<file path="src/rtl/pdpwm_pkg.sv">
package pdpwm_pkg;

  typedef struct packed {
    logic wrap;   // last clock of the carrier period
    logic start;  // first clock of the carrier period
  } carrierCtl_t;

  function automatic logic [31:0] stepFor(input logic [1:0] sel, input int carrierHz);
    longint f;
    case (sel)
      2'd1:    f = 25;
      2'd2:    f = 100;
      default: f = 50;
    endcase
    return 32'((f <<< 32) / longint'(carrierHz));
  endfunction

endpackage

</file>
<file path="src/rtl/pdpwm_carrier.sv">
module pdpwm_carrier #(
  parameter int BAND_W = 10
) (
  input  logic                       clk,
  input  logic                       rst,
  output pdpwm_pkg::carrierCtl_t     ctl,
  output logic [BAND_W:0]            carrierVal
);
  localparam int BAND   = 2 ** BAND_W - 1;
  localparam int PERIOD = 2 * BAND;
  localparam int CNT_W  = BAND_W + 1;

  logic [CNT_W-1:0] cnt;

  always_ff @(posedge clk) begin
    if (rst)                              cnt <= '0;
    else if (cnt == CNT_W'(PERIOD - 1))   cnt <= '0;
    else                                  cnt <= cnt + 1'b1;
  end

  assign carrierVal = (cnt < CNT_W'(BAND)) ? cnt : CNT_W'(PERIOD) - cnt;
  assign ctl.wrap   = (cnt == CNT_W'(PERIOD - 1));
  assign ctl.start  = (cnt == '0);
endmodule

</file>
<file path="src/rtl/pdpwm_sine_rom.sv">
module pdpwm_sine_rom #(
  parameter int AW = 8,
  parameter int DW = 12
) (
  input  logic [AW-1:0] addr,
  output logic [DW-1:0] data
);
  localparam int  DEPTH   = 2 ** AW;
  localparam real HALF_PI = 1.5707963267948966;

  function automatic int sineEntry(input int j);
    real a;
    a = HALF_PI * (real'(j) + 0.5) / real'(DEPTH);
    return $rtoi(real'(2 ** DW - 1) * $sin(a) + 0.5);
  endfunction

  logic [DW-1:0] romData [DEPTH];

  for (genvar g = 0; g < DEPTH; g++) begin : gEntry
    localparam int VAL = sineEntry(g);
    assign romData[g] = DW'(VAL);
  end

  assign data = romData[addr];
endmodule

</file>
<file path="src/rtl/pdpwm_level_path.sv">
module pdpwm_level_path #(
  parameter int BAND_W     = 10,
  parameter int IDX_W      = 10,
  parameter int SIN_W      = 12,
  parameter int LUT_AW     = 8,
  parameter int HALF       = 6,
  parameter int CARRIER_HZ = 3000,
  parameter int LVL_W      = 4
) (
  input  logic                    clk,
  input  logic                    rst,
  input  pdpwm_pkg::carrierCtl_t  ctl,
  input  logic [BAND_W:0]         carrierVal,
  input  logic [IDX_W-1:0]        modIndex,
  input  logic [1:0]              freqSel,
  output logic [LVL_W-1:0]        levelCode,
  output logic                    negHalf
);
  localparam int BAND   = 2 ** BAND_W - 1;
  localparam int FULL   = HALF * BAND;
  localparam int FULL_W = $clog2(FULL + 1);
  localparam int SCL_W  = SIN_W + IDX_W;
  localparam int PROD_W = SCL_W + FULL_W;
  localparam int REF_W  = $clog2((HALF + 1) * BAND + 1);
  localparam logic [31:0] STEP_SLOW = pdpwm_pkg::stepFor(2'd1, CARRIER_HZ);
  localparam logic [31:0] STEP_MID  = pdpwm_pkg::stepFor(2'd0, CARRIER_HZ);
  localparam logic [31:0] STEP_FAST = pdpwm_pkg::stepFor(2'd2, CARRIER_HZ);

  logic [31:0]       phaseAcc;
  logic [IDX_W-1:0]  idxReg;
  logic [31:0]       stepSel;

  always_comb begin
    case (freqSel)
      2'd1:    stepSel = STEP_SLOW;
      2'd2:    stepSel = STEP_FAST;
      default: stepSel = STEP_MID;
    endcase
  end

  always_ff @(posedge clk) begin
    if (rst) begin
      phaseAcc <= '0;
      idxReg   <= '0;
    end else if (ctl.wrap) begin
      phaseAcc <= phaseAcc + stepSel;
      idxReg   <= modIndex;
    end
  end

  // quarter-wave folding
  logic [LUT_AW-1:0] romAddr;
  logic [SIN_W-1:0]  sinMag;
  assign romAddr = phaseAcc[30] ? ~phaseAcc[29 -: LUT_AW] : phaseAcc[29 -: LUT_AW];

  pdpwm_sine_rom #(.AW(LUT_AW), .DW(SIN_W)) uRom (.addr(romAddr), .data(sinMag));

  // scale to six bands
  logic [SCL_W-1:0]  scaled;
  logic [PROD_W-1:0] prod;
  logic [FULL_W-1:0] refMag;
  assign scaled = SCL_W'(sinMag) * SCL_W'(idxReg);
  assign prod   = PROD_W'(scaled) * PROD_W'(FULL);
  assign refMag = prod[PROD_W-1:SCL_W];

  // band comparisons
  logic [HALF-1:0] hiHit, loHit;
  for (genvar k = 0; k < HALF; k++) begin : gBand
    assign hiHit[k] = REF_W'(refMag) > (REF_W'(carrierVal) + REF_W'(k * BAND));
    assign loHit[k] = (REF_W'(refMag) + REF_W'(carrierVal)) > REF_W'((k + 1) * BAND);
  end

  logic [LVL_W-1:0] hiCnt, loCnt, levelNext;
  assign hiCnt     = LVL_W'($countones(hiHit));
  assign loCnt     = LVL_W'($countones(loHit));
  assign levelNext = phaseAcc[31] ? (LVL_W'(0) - loCnt) : hiCnt;

  always_ff @(posedge clk) begin
    if (rst) begin
      levelCode <= '0;
      negHalf   <= 1'b0;
    end else begin
      levelCode <= levelNext;
      negHalf   <= phaseAcc[31];
    end
  end
endmodule

</file>
<file path="src/rtl/pdpwm_modulator.sv">
module pdpwm_modulator #(
  parameter int BAND_W     = 10,
  parameter int IDX_W      = 10,
  parameter int SIN_W      = 12,
  parameter int LUT_AW     = 8,
  parameter int HALF       = 6,
  parameter int CARRIER_HZ = 3000,
  localparam int LVL_W     = $clog2(HALF + 1) + 1
) (
  input  logic                     clk,
  input  logic                     rst,
  input  logic [IDX_W-1:0]         modIndex,
  input  logic [1:0]               freqSel,
  output logic signed [LVL_W-1:0]  level,
  output logic                     polarity,
  output logic                     carrierStrobe
);
  pdpwm_pkg::carrierCtl_t ctrlBus;
  logic [BAND_W:0]        carrierVal;
  logic [LVL_W-1:0]       levelCode;

  pdpwm_carrier #(.BAND_W(BAND_W)) uCar (
    .clk(clk), .rst(rst), .ctl(ctrlBus), .carrierVal(carrierVal)
  );

  pdpwm_level_path #(
    .BAND_W(BAND_W), .IDX_W(IDX_W), .SIN_W(SIN_W), .LUT_AW(LUT_AW),
    .HALF(HALF), .CARRIER_HZ(CARRIER_HZ), .LVL_W(LVL_W)
  ) uDp (
    .clk(clk), .rst(rst), .ctl(ctrlBus), .carrierVal(carrierVal),
    .modIndex(modIndex), .freqSel(freqSel),
    .levelCode(levelCode), .negHalf(polarity)
  );

  assign level         = levelCode;
  assign carrierStrobe = ctrlBus.start;
endmodule

</file>
<file path="config.mk">
export PLATFORM = sky130hd
export DESIGN_NAME = pdpwm_modulator
export DESIGN_NICKNAME = d
export VERILOG_FILES = /design/src/rtl/pdpwm_pkg.sv /design/src/rtl/pdpwm_carrier.sv /design/src/rtl/pdpwm_sine_rom.sv /design/src/rtl/pdpwm_level_path.sv /design/src/rtl/pdpwm_modulator.sv
export SDC_FILE = /design/constraint.sdc
export NUM_CORES = 1
export LEC_CHECK = 0
export BUFFER_PORTS_ARGS = -buffer_cell sky130_fd_sc_hd__buf_2
export CAP_MARGIN = 20
export CORE_ASPECT_RATIO = 1.1
export CORE_MARGIN = 2
export CORE_UTILIZATION = 28
export CTS_CLUSTER_SIZE = 20
export DETAILED_ROUTE_END_ITERATION = 12
export PLACE_DENSITY_LB_ADDON = 0.1
export SLEW_MARGIN = 20
export SYNTH_ARGS = -nofsm -noshare
export SYNTH_HDL_FRONTEND = slang
export SYNTH_HIERARCHICAL = 1
export SYNTH_SLANG_ARGS = --single-unit
</file>
<file path="constraint.sdc">
create_clock -name clk -period 23.5 [get_ports clk]
set_input_delay 4.7 -clock clk [delete_from_list [all_inputs] [get_ports clk]]
set_output_delay 4.7 -clock clk [all_outputs]
set_load 0.01 [all_outputs]
</file>
# Yosys cells after proc, flatten, opt, wreduce, memory -nomap -nowiden
# Memory sizes are Yosys's and may differ from the RTL's.
# Index checks and enable logic that the tools add are counted.
[totals]
ff_bits = 58
latch_bits = 0
output_inout_bits = 6
ramBits = 0
word_cells = 55
romBits = 3072
memories = 1
in_bits = 14
[memory_table]
columns = ["name", "words", "width", "rd", "rd_clocked_by_memory_dff", "write_ports", "line", "source"]
rows = [
  ["(name not given)", 256, 12, 1, 0, 0, "pdpwm_sine_rom.sv:24", "assign data = romData[addr];"],
]
[op_classes]
reduce_logical = 2
bitwise = 2
add_sub_neg = 20
eq_ne = 3
div = 0
mux = 6
mul = 2
shifts = 0
order_cmp = 14
[ops]
columns = ["operator", "n"]
rows = [
  ["13-bit > comparator", 5],
  ["28-bit case mux with 2 select lines", 1],
  ["22-bit by 12-bit multiplier with 34-bit output, second input constant", 1],
  ["32-bit by 28-bit adder with 32-bit output", 1],
  ["11-bit by 12-bit adder with 13-bit output, second input constant", 2],
  ["13-bit by 12-bit > comparator with 1-bit output, second input constant", 2],
  ["13-bit > comparator, second input constant", 2],
  ["12-bit 2-to-1 mux", 2],
  ["12-bit by 10-bit multiplier with 22-bit output", 1],
  ["4-bit adder", 4],
  ["11-bit by 13-bit adder with 13-bit output, second input constant", 1],
  ["13-bit by 11-bit adder with 13-bit output", 1],
  ["13-bit by 10-bit > comparator with 1-bit output, second input constant", 1],
  ["13-bit by 11-bit > comparator with 1-bit output", 1],
  ["13-bit by 11-bit > comparator with 1-bit output, second input constant", 1],
  ["1-bit by 1-bit adder with 2-bit output", 6],
  ["11-bit by 10-bit adder with 12-bit output, second input constant", 1],
  ["11-bit by 11-bit adder with 12-bit output, second input constant", 1],
  ["11-bit by 1-bit adder with 11-bit output, second input constant", 1],
  ["11-bit equality test, second input constant", 1],
  ["11-bit logical NOT", 1],
  ["11-bit by 10-bit less-than comparator with 1-bit output, second input constant", 1],
  ["11-bit 2-to-1 mux", 1],
  ["11-bit subtractor, first input constant", 1],
  ["9 further kinds", 9],
]

# Logic depth before layout (Yosys ltp)
# Gate-level depths: netlist (run 1).
[depth]
ltp_word = 15
mapped_depth = 74

# By module
# The synthesis (run 1) kept the hierarchy.
[modules_own_cells]
columns = ["mod", "cells_per_inst", "area_each_um2", "n_inst", "seq_area_each_um2"]
rows = [
  ["pdpwm_level_path", 1767, 15307.2, 1, 920.9],
  ["pdpwm_sine_rom", 521, 3168.0, 1, 0.0],
  ["pdpwm_carrier", 108, 895.9, 1, 220.2],
]

# Least setup slack after synthesis (run 1)
# No wires, ideal clock.
[synth_timing]
path_kind = "register to register"
startpoint = "reg uDp.phaseAcc[30]"
endpoint = "reg uDp.levelCode[2]"
setup_time_ps = 128
stages_incl_launch_ff = 65
slack_ps = 6517
arrival_ps = 16855
path_cell_list = "dfxtp_1 > clkbuf_1 > xor2_1 > clkinv_1 > ha_1 > buf_2 > clkbuf_1 > nor2_1 > o21ai_0 > a221o_1 > a311oi_1 > clkbuf_1 > and2_1 > fa_1 > fa_1 > fa_1 > fa_1 > inv_1 > (+29 left out) > a21oi_1 > nor2_1 > nor2_1 > o41ai_4 > o2111ai_1 > o311ai_1 > or4_4 > a2111oi_4 > o21ai_1 > fa_1 > inv_1 > ha_1 > inv_1 > fa_1 > inv_1 > ha_1 > mux2i_1 > nor2_1"
[synth_via]
elab_chain_len = 14
[synth_rtl]
columns = ["item", "line", "source"]
rows = [
  ["from (decl)", "pdpwm_level_path.sv:29", "logic [31:0] phaseAcc;"],
  ["from (signal assigned)", "pdpwm_level_path.sv:46", "phaseAcc <= phaseAcc + stepSel;"],
  ["8-bit 2-to-1 mux *", "pdpwm_level_path.sv:54", "assign romAddr = phaseAcc[30] ? ~phaseAcc[29 -: LUT_AW] : phaseAcc[29 -: LUT_AW];"],
  ["named net uDp.romAddr[1]", "pdpwm_level_path.sv:52", "logic [LUT_AW-1:0] romAddr;"],
  ["8-bit inverter with 9-bit output (not written as such) *", "pdpwm_sine_rom.sv:24", ""],
  ["memory read 256 x 12 bit *", "n/a", ""],
  ["12-bit 2-to-1 mux (not written as such) * (2 in series)", "pdpwm_sine_rom.sv:24", ""],
  ["named net uDp.sinMag[2]", "pdpwm_level_path.sv:53", "logic [SIN_W-1:0] sinMag;"],
  ["12-bit by 10-bit multiplier with 22-bit output *", "pdpwm_level_path.sv:62", "assign scaled = SCL_W'(sinMag) * SCL_W'(idxReg);"],
  ["22-bit by 12-bit multiplier with 34-bit output *", "pdpwm_level_path.sv:63", "assign prod = PROD_W'(scaled) * PROD_W'(FULL);"],
  ["13-bit by 11-bit adder with 13-bit output", "pdpwm_level_path.sv:70", "assign loHit[k] = (REF_W'(refMag) + REF_W'(carrierVal)) > REF_W'((k + 1) * BAND);"],
  ["13-bit by 10-bit > comparator with 1-bit output, or another cell as far along", "pdpwm_level_path.sv:70", ""],
  ["1-bit by 1-bit adder with 2-bit output (not written as such)", "pdpwm_level_path.sv:75", "assign loCnt = LVL_W'($countones(loHit));"],
  ["4-bit adder (not written as such) (2 in series)", "pdpwm_level_path.sv:75", ""],
  ["1-bit by 4-bit subtractor with 4-bit output", "pdpwm_level_path.sv:76", "assign levelNext = phaseAcc[31] ? (LVL_W'(0) - loCnt) : hiCnt;"],
  ["4-bit 2-to-1 mux *", "pdpwm_level_path.sv:76", ""],
  ["to (signal assigned)", "pdpwm_level_path.sv:83", "levelCode <= levelNext;"],
  ["to (decl)", "pdpwm_level_path.sv:16", "output logic [LVL_W-1:0] levelCode,"],
]
# Mark *: on every way through the listed nets, which the timed path passes. The rest lies on a longest branch. The select of a mux whose other input is x is not followed.
# A chain may end at the register's enable or synchronous reset.

# Worst setup path in the final report (run 1)
# Same ends and word-level chain as after synthesis.

==> results of run 1 <==
[cell type report]
class | count | share of cell area, %
Clock buffer | 11 | 1.223
Tap cell | 927 | 5.612
Sequential cell | 57 | 5.522
Clock inverter | 5 | 0.1877
Multi-Input combinational cell | 1886 | 79.81
Inverter | 326 | 5.921
Timing Repair Buffer | 52 | 1.719
[metal layers]
metal | track usage [%] | vias up | wire (um)
met1 | 22.89 | 8135 | 27210
met5 | 0 | - | 13
met4 | 5.218 | 2 | 1822
li1 | - | 8127 | -
met3 | 1.803 | 97 | 2071
met2 | 30.59 | 362 | 30480
[worst max-delay path, delay by kind of cell, from the launching register on]
kind / cells / cell delay, ps
DFF: 1 / 960
adders and majority gates: 18 / 8810
muxes: 1 / 130
and+or+nand+nor: 10 / 2150
AOI/OAI and AO/OA: 12 / 4340
buffers and inverters: 10 / 1660
xor gates and xnor gates: 4 / 1660
[placed cells by master, fill, tap and decap left out, drive strengths merged, types with 7 or more instances in the layout]
cell     count
nand4       30
buf         52
nand2b      26
ha         283
xor2        48
and4         7
a211oi      30
o31ai       16
o21ai       95
o211ai      23
or2          9
a221oi       8
a21oi      129
and3        12
inv        321
a21o        54
o221ai       9
nand3       47
fa         200
o2111ai      8
a211o       11
or3          8
xnor2      103
nor3        53
o21bai       9
a311oi      21
o21a        13
a31oi       29
mux2i       23
clkbuf      11
nor4        14
nor2b       39
nand2      162
o22ai       12
nor2       157
clkinv       9
dfxtp       57
and2        89
o311ai       9
[worst max path at each step]
stage	start	to	slack (ps)	cells after the start
after floorplan	uDp/phaseAcc[30]$_SDFFE_PP0P_	uDp/levelCode[2]$_SDFF_PP0_	6520	64
after global placement	uDp/phaseAcc[30]$_SDFFE_PP0P_	uDp/levelCode[2]$_SDFF_PP0_	3520	55
after detailed placement	uDp/phaseAcc[30]$_SDFFE_PP0P_	uDp/levelCode[2]$_SDFF_PP0_	3540	61
after global routing	uDp/phaseAcc[30]$_SDFFE_PP0P_	uDp/levelCode[2]$_SDFF_PP0_	2160	61
final	uDp/phaseAcc[30]$_SDFFE_PP0P_	uDp/levelCode[2]$_SDFF_PP0_	3610	55
after CTS	uDp/phaseAcc[30]$_SDFFE_PP0P_	uDp/levelCode[2]$_SDFF_PP0_	3450	61
[power breakdown]
part,leakage [nW],total (mW),internal [mW],switching (mW)
Clock,0.142,0.132,0.0776,0.0546
Sequential,0.460,0.0996,0.0978,0.00183
Combinational,9.84,0.0968,0.0345,0.0623
Total,10.4,0.329,0.210,0.119
[stage by stage]
step / setup WS [ps] / hold WS, ps
detailed placement: 3545 / 474.5
CTS: 3450 / 483.0
global route: 2165 / 514.8
finish: 3612 / 482.3
global placement: 3519 / 479.1
floorplan: 6517 / 459.5
[registers in the layout (all words and copies together) (netlist names)]
register and cells:
uCar/cnt 11, uDp/negHalf 1, uDp/phaseAcc 31, uDp/levelCode 4
uDp/idxReg 10
[cell families (layout without fill, tap and decap cells)]
group | Yosys count | count (layout) | share of synthesized area (%)
AOI/OAI and AO/OA | 546 | 546 | 19.50
xor gates and xnor gates | 152 | 152 | 7.021
adders and majority gates | 486 | 486 | 39.10
buffers and inverters | 453 | 394 | 9.450
DFF | 57 | 57 | 5.891
muxes | 26 | 26 | 1.421
and+or+nand+nor | 676 | 676 | 17.61
==> results.md, run 1 <==
* Max-cap violations at 0
* Max clock buf depth at 2
* Count leader, synth: inv_1
* Crit share post-route at 84.63%
* Area share of the largest cell type after synthesis at 20.67%
* Hold Vio Cnt, Final at 0
* Max Clk Rate at 50.28 MHz
* Register area share after synthesis at 5.891%
* Asr flop ratio synth at 0%
* Seq cells post-synth at 57
* Startpoint Class: register
* Worst-margin pin slew at 974.7 ps
* Root Buffer: clkbuf_16
* CP peak stage delay at 1080 ps
* FF-to-FF path depth at 55
* Setup bufs post-CTS at 0
* Fill cells at 7480
* Share of layout cells above drive strength 1 at 4.878%
* First-pass GRT wire length at a little under 100 mm
* Area of the multi-input gates at about 16000 um2
* Post-CTS resize count at 0
* Post-synth EDFFs at 0
* Synth cell count leaders: inv_1 (316), ha_1 (283), fa_1 (200)
* Min Tclk post-route at 19890 ps
* DR WL/cell at 18.87 um
* Primary FF master, synth: dfxtp_1
* CTS H-tree depth at 3
* Status: complete, no violations
* Cell repeated most along the worst path: fa_1
* CTS tree: built
* CP required at 23720 ps
* Critical path type: register to register
* Top-Level Pins at 20
* Post-synth cell types at 97
* Dominant cell type by area after synthesis: fa_1
* Dpl cells at 3248
* PD cells at around 16 nW/um2
* Via/cell ratio at 5.123
* Final non-filler cell area at 20670 um2
* I/O Buffers at 19
* Pin count of the biggest net entering global routing at 125
* Overall Global Routing Usage at between 10% and 20%
* Worst Path Max Fanout at 29
* Num CTS Buffers at 9
* Reg-to-Reg End: uDp/levelCode[2]$_SDFF_PP0_
* Synth Instances at 2396
* Setup TNS at 0 ps
* Critical path capture point type: register
* Clock skew at ~9.4 ps
* WL final at 61.59 mm
* Cts hold-fix bufs at 0
* Max IR drop VDD at 0.02817 mV
* P_leak at ~10 nW
* Mapped Area at ~19000 um2
* Clock tree sinks at 57
* Final setup violation count at 0
* Hold Crit Endpoint: uDp/phaseAcc[15]$_SDFFE_PP0P_
* Syn nets at just under 3000
* RSZ-0062 raised after global routing: false
* Final core occ at 30.06%
* R2r setup slk at 3610 ps
* Post-layout net count at 2829
* Final std cells w/o fill at 3264
* # rows at 101
* Total die area at 71300 um2
* Reg clk slew, reported paths at 60 ps
* Total Power at 0.3286 mW
* Area grow syn2layout at 6.685%
* Starting density of the core at between 20% and 30%
* Warnings from Yosys at 6
* Worst hold path type: register to register
* Hold Crit Depth at 2
* Core ar. at 68750 um2
* HPWL after DPL at 49.44 mm
* Hold path start: uDp/phaseAcc[15]$_SDFFE_PP0P_
* Slew Viols, Final at 0
* Final ANT Viol Nets at 0
* DR vias at 16720
* Clk_lat worst skew at about 360 ps
* Vias in the first global route at 17550
* DR pass1 iterations at 5
* Crit-path slowest cell: ha_1
* Placement-stage cell area at 20370 um2
* ANT cells at 0
* Die height at 279.9 um
* Synth top area cells: fa_1 (21%), ha_1 (18%), inv_1 (6.1%)
* Slew margin rel. at between 30% and 40%
* Worst r2r src: uDp/phaseAcc[30]$_SDFFE_PP0P_
* Remaining DRCs at 0
* Antenna violations before repair at 1
* Syn avg cell area at approximately 8.1 um2
* DRC marker count from the first detailed-route iteration at 1094
* WP data arrival at roughly 20000 ps
* Die W at about 250 um
* GRT overflow at 0
* Seq. cell area at 1141 um2
* Routability Congestion at slightly above 0.9
(Power assumes the default switching activity.)
==> run 2: changes to the inputs <==
--- a/config.mk
+++ b/config.mk
@@ -5,6 +5,7 @@
 export SDC_FILE = /design/constraint.sdc
 export NUM_CORES = 1
 export LEC_CHECK = 0
+export ABC_AREA = 1
 export BUFFER_PORTS_ARGS = -buffer_cell sky130_fd_sc_hd__buf_2
 export CAP_MARGIN = 20
 export CORE_ASPECT_RATIO = 1.1
==> constraint.sdc (replaced) <==
create_clock -name clk -period 20.2 [get_ports clk]
set_input_delay 4.04 -clock clk [delete_from_list [all_inputs] [get_ports clk]]
set_output_delay 4.04 -clock clk [all_outputs]
set_load 0.01 [all_outputs]
==> run 2 against run 1 <==
First-iteration DRC count is 4.1% lower; count of clock-buffer cells in the layout fell by 2; sequential cell count did not move; cell count increased by 25%; sequential power grew 14%; sequential share of layout area decreased by 0.28 points; wire length rose by 14%; clock power grew 26%; global-route usage is 1.6 points higher; via count grew 17%; critical path depth up 14.
==> results.md, run 2 <==
* Status: complete, no violations
* Most frequent cells in the layout: nand2_1 (837), inv_1 (589), nor2_1 (283), ha_1 (283), nand3_1 (223)
* Worst Path Max Fanout at 10 (-66%)
* DR pass1 iterations at 8 (+3)
* ANT cells at 0 (unchanged)
* WP data arrival at 17010 ps (-3100 ps)
* Post-CTS resize count at 0 (unchanged)
* DRC marker count from the first detailed-route iteration at 1049 (-4.1%)
* Max IR drop VDD at 0.02615 mV (-7.2%)
* Setup bufs post-CTS at 0 (unchanged)
* GRT overflow at 0 (unchanged)
* Mux share of post-synthesis cell area at 0% (-1.4 points)
* Fill cells at 8069 (+7.9%)
* Synth Instances at 3152 (+32%)
* Dominant cell type by area after synthesis: fa_1
* Post-layout net count at 3621 (+28%)
* Die height at 287.0 um (+2.5%)
* First-pass GRT wire length at 113.9 mm (+15%)
* Remaining DRCs at 0 (unchanged)
* Synth cell count leaders: nand2_1 (837), inv_1 (589), ha_1 (283), nor2_1 (283), nand3_1 (223)
* Top-Level Pins at 20 (unchanged)
* Syn nets at 3649 (+26%)
* Critical path type: register to register
* Hold Vio Cnt, Final at 0 (unchanged)
* Vias in the first global route at 20340 (+16%)
* I/O Buffers at 19 (unchanged)
* CTS tree: built
* Seq cells post-synth at 57 (unchanged)
* Warnings from Yosys at 6 (unchanged)
* Final ANT Viol Nets at 0 (unchanged)
* Pin count of the biggest net entering global routing at 59 (-53%)
* Startpoint Class: register
* Area share of fa/ha/maj cells after synthesis at 37.02% (-2.1 points)
* Final hold slack at 494.3 ps (+11.99 ps)
* Clock tree sinks at 57 (unchanged)
* Max-cap violations at 0 (unchanged)
* Clock skew at 8.290 ps (-1.130 ps)
* Final non-filler cell area at 21780 um2 (+5.4%)
* Post-synth cell types at 53 (-45%)
* Crit-path slowest cell: xor2_1
* Post-Place Setup Slack at 3343 ps (-201.5 ps)
* Antenna violations before repair at 0 (-1)
* Slew Viols, Final at 0 (unchanged)
* Area share of the largest cell type after synthesis at 19.64% (-1.0 points)
* Critical path capture point type: register
* CP peak stage delay at 730 ps (-350 ps)
* Dpl cells at 4058 (+25%)
* Worst-margin pin slew at 1021 ps (+46.08 ps)
* Hold Crit Depth at 1 (-1)
* Largest Register: uDp/phaseAcc
* Max clock buf depth at 2 (unchanged)
* Cts hold-fix bufs at 0 (unchanged)
* Area of the multi-input gates at 16590 um2 (+0.59%)
* Primary FF master, synth: dfxtp_1
* Via/cell ratio at 4.796 (-6.4%)
* Synth Area in Simple Gates at 31.03% (+13 points)
* Total die area at 74970 um2 (+5.1%)
* RSZ-0062 raised after global routing: false
* Placement-stage cell area at 21460 um2 (+5.3%)
* Min Tclk post-route at 16800 ps (-3092 ps)
* HPWL after DPL at 59.71 mm (+21%)
* Synth Area in Compound Gates at 9.128% (-10 points)
* Final core occ at 30.28% (+0.22 points)
* Final std cells w/o fill at 4074 (+25%)
* Overall Global Routing Usage at 19.21% (+1.6 points)
* Reg clk slew, reported paths at 60 ps (about the same)
* DR vias at 19540 (+17%)
* PD cells at 15.67 nW/um2 (-1.5%)
* Synth top area cells: fa_1 (20%), ha_1 (17%), nand2_1 (15%)
* CTS H-tree depth at 3 (unchanged)
* Area grow syn2layout at 6.839%
* Syn avg cell area at 6.466 um2 (-20%)
* Final worst slack at 3405 ps (-207.6 ps)
* FF-to-FF path depth at 69 (+25%)
* Max reg flops at 31 (unchanged)
* Num CTS Buffers at 9 (unchanged)
* Commonest non-fill, non-tap cell in the layout: nand2_1
* P_leak at 13.00 nW (+24%)
* DR WL/cell at 17.26 um (-8.5%)
* Mapped Area at 20380 um2 (+5.2%)
* CP required at 20420 ps (-3300 ps)
* Total Power at 0.3413 mW (+3.8%)
* Crit share post-route at 83.14% (-1.5 points)
* Xor and xnor area share after synthesis at 4.039% (-3.0 points)
* Cell repeated most along the worst path: nand2_1
* Starting density of the core at 28.34% (+0.17 points)
* Asr flop ratio synth at 0% (unchanged)
* Clk_lat worst skew at 340 ps (-20 ps)
* Slew margin rel. at 31.95% (-2.5 points)
* Largest regs: uDp/phaseAcc x31, uCar/cnt x11, uDp/idxReg x10
* Largest family of logic cells by synthesized area: adder cells
* WL final at 70.32 mm (+14%)
* Count leader, synth: nand2_1
* Routability Congestion at 0.9459 (+3.8%)
* Seq. cell area at 1141 um2 (unchanged)
* Final setup violation count at 0 (unchanged)
* R2r setup slk at 3400 ps (-210 ps)
* Worst hold path type: register to register
* Setup TNS at 0 ps (unchanged)
* Max Clk Rate at 59.54 MHz (+18%)
* Share of layout cells above drive strength 1 at 4.826% (-0.052 points)
* Die W at 261.2 um (+2.5%)
* Core ar. at 71910 um2 (+4.6%)
* Register area share after synthesis at 5.599% (-0.29 points)
* # rows at 103 (+2.0%)
* Post-synth EDFFs at 0 (unchanged)
* Root Buffer: clkbuf_16
## run 2: worst paths after layout
kind / from / to
max: uDp/phaseAcc[30]$_SDFFE_PP0P_ / uDp/levelCode[2]$_SDFF_PP0_
min: uDp/phaseAcc[12]$_SDFFE_PP0P_ / uDp/phaseAcc[12]$_SDFFE_PP0P_
max reg2reg: uDp/phaseAcc[30]$_SDFFE_PP0P_ / uDp/levelCode[2]$_SDFF_PP0_
min reg2reg: uDp/phaseAcc[12]$_SDFFE_PP0P_ / uDp/phaseAcc[12]$_SDFFE_PP0P_
## run 2: final cells by class
cell class,instances,area share [%]
clock buffers,9,1.034
clock inverters,7,0.4309
inverters,605,10.44
multi-input cells,2409,76.20
flip-flops and latches,57,5.240
well taps,945,5.430
repair buffers,42,1.230
## run 2: cell families after synthesis
logic type / after synthesis
AO/OA/AOI/OAI: 335
XOR/XNOR: 94
adder cells (fa/ha/maj): 483
buffers and inverters: 686
flip-flops: 57
AND/OR/NAND/NOR: 1497
## run 2: critical path: cells and delay by family (launching register included)
family          cells  cell delay [ps]
simple gates       29             3490
xor+xnor            3             1420
fa+ha+maj          18             8170
buf+inv            16             1710
flops               1              710
compound gates      3             1130
## run 2: routing by layer
| layer | track usage [%] | vias to the layer above | wire length (um) |
|---|---|---|---|
| met4 | 5.540 | 0 | 2084 |
| li1 | - | 9778 | - |
| met1 | 24.81 | 9255 | 31170 |
| met3 | 1.093 | 91 | 2008 |
| met5 | 0 | - | 0 |
| met2 | 34.34 | 416 | 35050 |
## run 2: where the power goes
part           switching (mW)  internal, mW
logic                  0.0399        0.0206
clock network          0.0586         0.108
registers             0.00110         0.113
==> run 3: changes to the inputs <==
--- a/config.mk
+++ b/config.mk
@@ -5,7 +5,7 @@
 export SDC_FILE = /design/constraint.sdc
 export NUM_CORES = 1
 export LEC_CHECK = 0
-export ABC_AREA = 1
+export ABC_AREA = 0
 export BUFFER_PORTS_ARGS = -buffer_cell sky130_fd_sc_hd__buf_2
 export CAP_MARGIN = 20
 export CORE_ASPECT_RATIO = 1.1
==> constraint.sdc (replaced) <==
create_clock -name clk -period 16.43 [get_ports clk]
set_input_delay 3.286 -clock clk [delete_from_list [all_inputs] [get_ports clk]]
set_output_delay 3.286 -clock clk [all_outputs]
set_load 0.01 [all_outputs]
==> run 3 against run 2 <==
Global-route usage down 1.2 points; wire length is 7.9% lower; first-iteration DRC count grew 12%; sequential power rose by 25%; design area increased by 6.9%; critical path depth is 6 lower; largest cell class unchanged; largest power group unchanged.
==> results.md, run 3 (synthesis results as in run 1) <==
* Status: complete, no violations
* Routability Congestion at 0.9406 (-0.56%)
* Placement-stage cell area at 21970 um2 (+2.4%)
* Post-layout net count at 3049 (-16%)
* Share of layout cells above drive strength 1 at 17.36% (+13 points)
* Clk_lat worst skew at 350 ps (about the same)
* # rows at 101 (-1.9%)
* Reg-to-Reg End: uDp/levelCode[2]$_SDFF_PP0_
* DR pass1 iterations at 5 (-3)
* Clock skew at 9.363 ps (+1.073 ps)
* Total die area at 71300 um2 (-4.9%)
* GRT overflow at 0 (unchanged)
* Pin count of the biggest net entering global routing at 57 (-3.4%)
* Hold Vio Cnt, Final at 0 (unchanged)
* Dpl cells at 3443 (-15%)
* Top-Level Pins at 20 (unchanged)
* Worst r2r src: uDp/phaseAcc[30]$_SDFFE_PP0P_
* Num CTS Buffers at 9 (unchanged)
* R2r setup slk at 710 ps (-2690 ps)
* Slew Viols, Final at 0 (unchanged)
* Hold Crit Depth at 2 (+1)
* Total Power at 0.4859 mW (+42%)
* I/O Buffers at 19 (unchanged)
* Crit-path slowest cell: fa_1
* Max IR drop VDD at 0.04237 mV (+62%)
* Critical path capture point type: register
* Clock tree sinks at 57 (unchanged)
* Cell repeated most along the worst path: inv_1
* Final setup violation count at 0 (unchanged)
* Die height at 279.9 um (-2.5%)
* Die W at 254.8 um (-2.5%)
* Antenna violations before repair at 0 (unchanged)
* Via/cell ratio at 5.108 (+6.5%)
* Final core occ at 33.85% (+3.6 points)
* PD cells at 20.88 nW/um2 (+33%)
* WL final at 64.74 mm (-7.9%)
* Commonest non-fill, non-tap cell in the layout: inv_1
* Final non-filler cell area at 23270 um2 (+6.9%)
* CTS tree: built
* Worst hold path type: register to register
* Vias in the first global route at 18100 (-11%)
* Post-Place Setup Slack at -422.0 ps (-3765 ps)
* Worst-margin pin slew at 1042 ps (+21.26 ps)
* Fill cells at 7391 (-8.4%)
* Critical path type: register to register
* Starting density of the core at 28.18% (-0.17 points)
* Setup TNS at 0 ps (unchanged)
* Final worst slack at 714.9 ps (-2690 ps)
* FF-to-FF path depth at 63 (-8.7%)
* Core ar. at 68750 um2 (-4.4%)
* Max-cap violations at 0 (unchanged)
* Slew margin rel. at 29.89% (-2.1 points)
* Remaining DRCs at 0 (unchanged)
* Largest regs: uDp/phaseAcc x31, uCar/cnt x11, uDp/idxReg x10
* HPWL after DPL at 52.38 mm (-12%)
* Area grow syn2layout at 20.13%
* Max Clk Rate at 63.63 MHz (+6.9%)
* First-pass GRT wire length at 102.1 mm (-10%)
* CP peak stage delay at 550 ps (-180 ps)
* Startpoint Class: register
* CP endpoint: uDp/levelCode[2]$_SDFF_PP0_
* Final std cells w/o fill at 3484 (-14%)
* Worst Path Max Fanout at 32 (+22)
* Cts hold-fix bufs at 0 (unchanged)
* Reg clk slew, reported paths at 60 ps (about the same)
* Critical Path Start: uDp/phaseAcc[30]$_SDFFE_PP0P_
* Max clock buf depth at 2 (unchanged)
* Largest Register: uDp/phaseAcc
* ANT cells at 0 (unchanged)
* Min Tclk post-route at 15720 ps (-1080 ps)
* WP data arrival at 15930 ps (-1080 ps)
* Crit share post-route at 95.65% (+13 points)
* P_leak at 11.75 nW (-9.6%)
* Most frequent cells in the layout: inv_1 (315), ha_1 (269), buf_4 (229)
* Max reg flops at 31 (unchanged)
* Overall Global Routing Usage at 18.02% (-1.2 points)
* CTS H-tree depth at 3 (unchanged)
* Final hold slack at 491.6 ps (-2.686 ps)
* DRC marker count from the first detailed-route iteration at 1173 (+12%)
* DR vias at 17800 (-8.9%)
* Root Buffer: clkbuf_16
* Final ANT Viol Nets at 0 (unchanged)
* CP required at 16640 ps (-3780 ps)
* DR WL/cell at 18.58 um (+7.7%)
==> run 3: cell types whose count changed in the layout (fill, tap and decap cells not counted), sizes merged, moves of 29 or more <==
cell,change
xor2,-29
nand2,-710
inv,-283
xnor2,+86
buf,+223
and2,+88
a21o,+41
nand3,-183
o21ai,-31
nor2b,+39
nor2,-143
==> run 3: power by group <==
group          internal, mW  switching, mW  total [mW]
logic                0.0587         0.0911       0.150
registers             0.140        0.00269       0.142
clock network         0.117         0.0765       0.194
total                 0.316          0.170       0.486
==> run 3: worst max-delay path: cells and delay by family, from the launching register on <==
kind,cells,cell delay (ps)
fa+ha+maj,17,7360
mux,1,140
compound gates,15,3220
flops,1,410
simple gates,8,2050
xor+xnor,3,740
buf+inv,19,1610
==> run 3: layout make-up <==
class / instances / area (um2) / share of cell area (%)
multi-input combinational: 1886 / 17160 / 73.72
timing repair buffer: 272 / 2288 / 9.834
inverter: 326 / 1229 / 5.280
tap: 927 / 1160 / 4.984
sequential: 57 / 1149 / 4.936
clock buffer: 11 / 232.7 / 1.000
clock inverter: 5 / 56.30 / 0.2420
==> run 3: worst min-delay path by stage <==
stage / slack [ps] / start / endpoint
floorplan: 460 / uDp/phaseAcc[15]$_SDFFE_PP0P_ / uDp/phaseAcc[15]$_SDFFE_PP0P_
global placement: 480 / uDp/phaseAcc[15]$_SDFFE_PP0P_ / uDp/phaseAcc[15]$_SDFFE_PP0P_
detailed placement: 480 / uDp/phaseAcc[13]$_SDFFE_PP0P_ / uDp/phaseAcc[13]$_SDFFE_PP0P_
CTS: 490 / uDp/phaseAcc[13]$_SDFFE_PP0P_ / uDp/phaseAcc[13]$_SDFFE_PP0P_
global route: 520 / uDp/phaseAcc[9]$_SDFFE_PP0P_ / uDp/phaseAcc[9]$_SDFFE_PP0P_
finish: 490 / uDp/phaseAcc[9]$_SDFFE_PP0P_ / uDp/phaseAcc[9]$_SDFFE_PP0P_
==> run 3: metal layers <==
metal | share of wire, % | vias up | track usage, %
met4 | 2.5 | 0 | 4.229
met2 | 49 | 419 | 30.93
li1 | - | 8560 | -
met1 | 45 | 8713 | 24.14
met5 | 0 | - | 0
met3 | 3.6 | 103 | 1.858
==> run 3: repair_timing <==
action,4_1_cts,5_1_grt
cloned,1,6
pin swaps,3,37
setup buffers,4,15
endpoints found under the setup margin,3,4
gates resized for setup,12,136
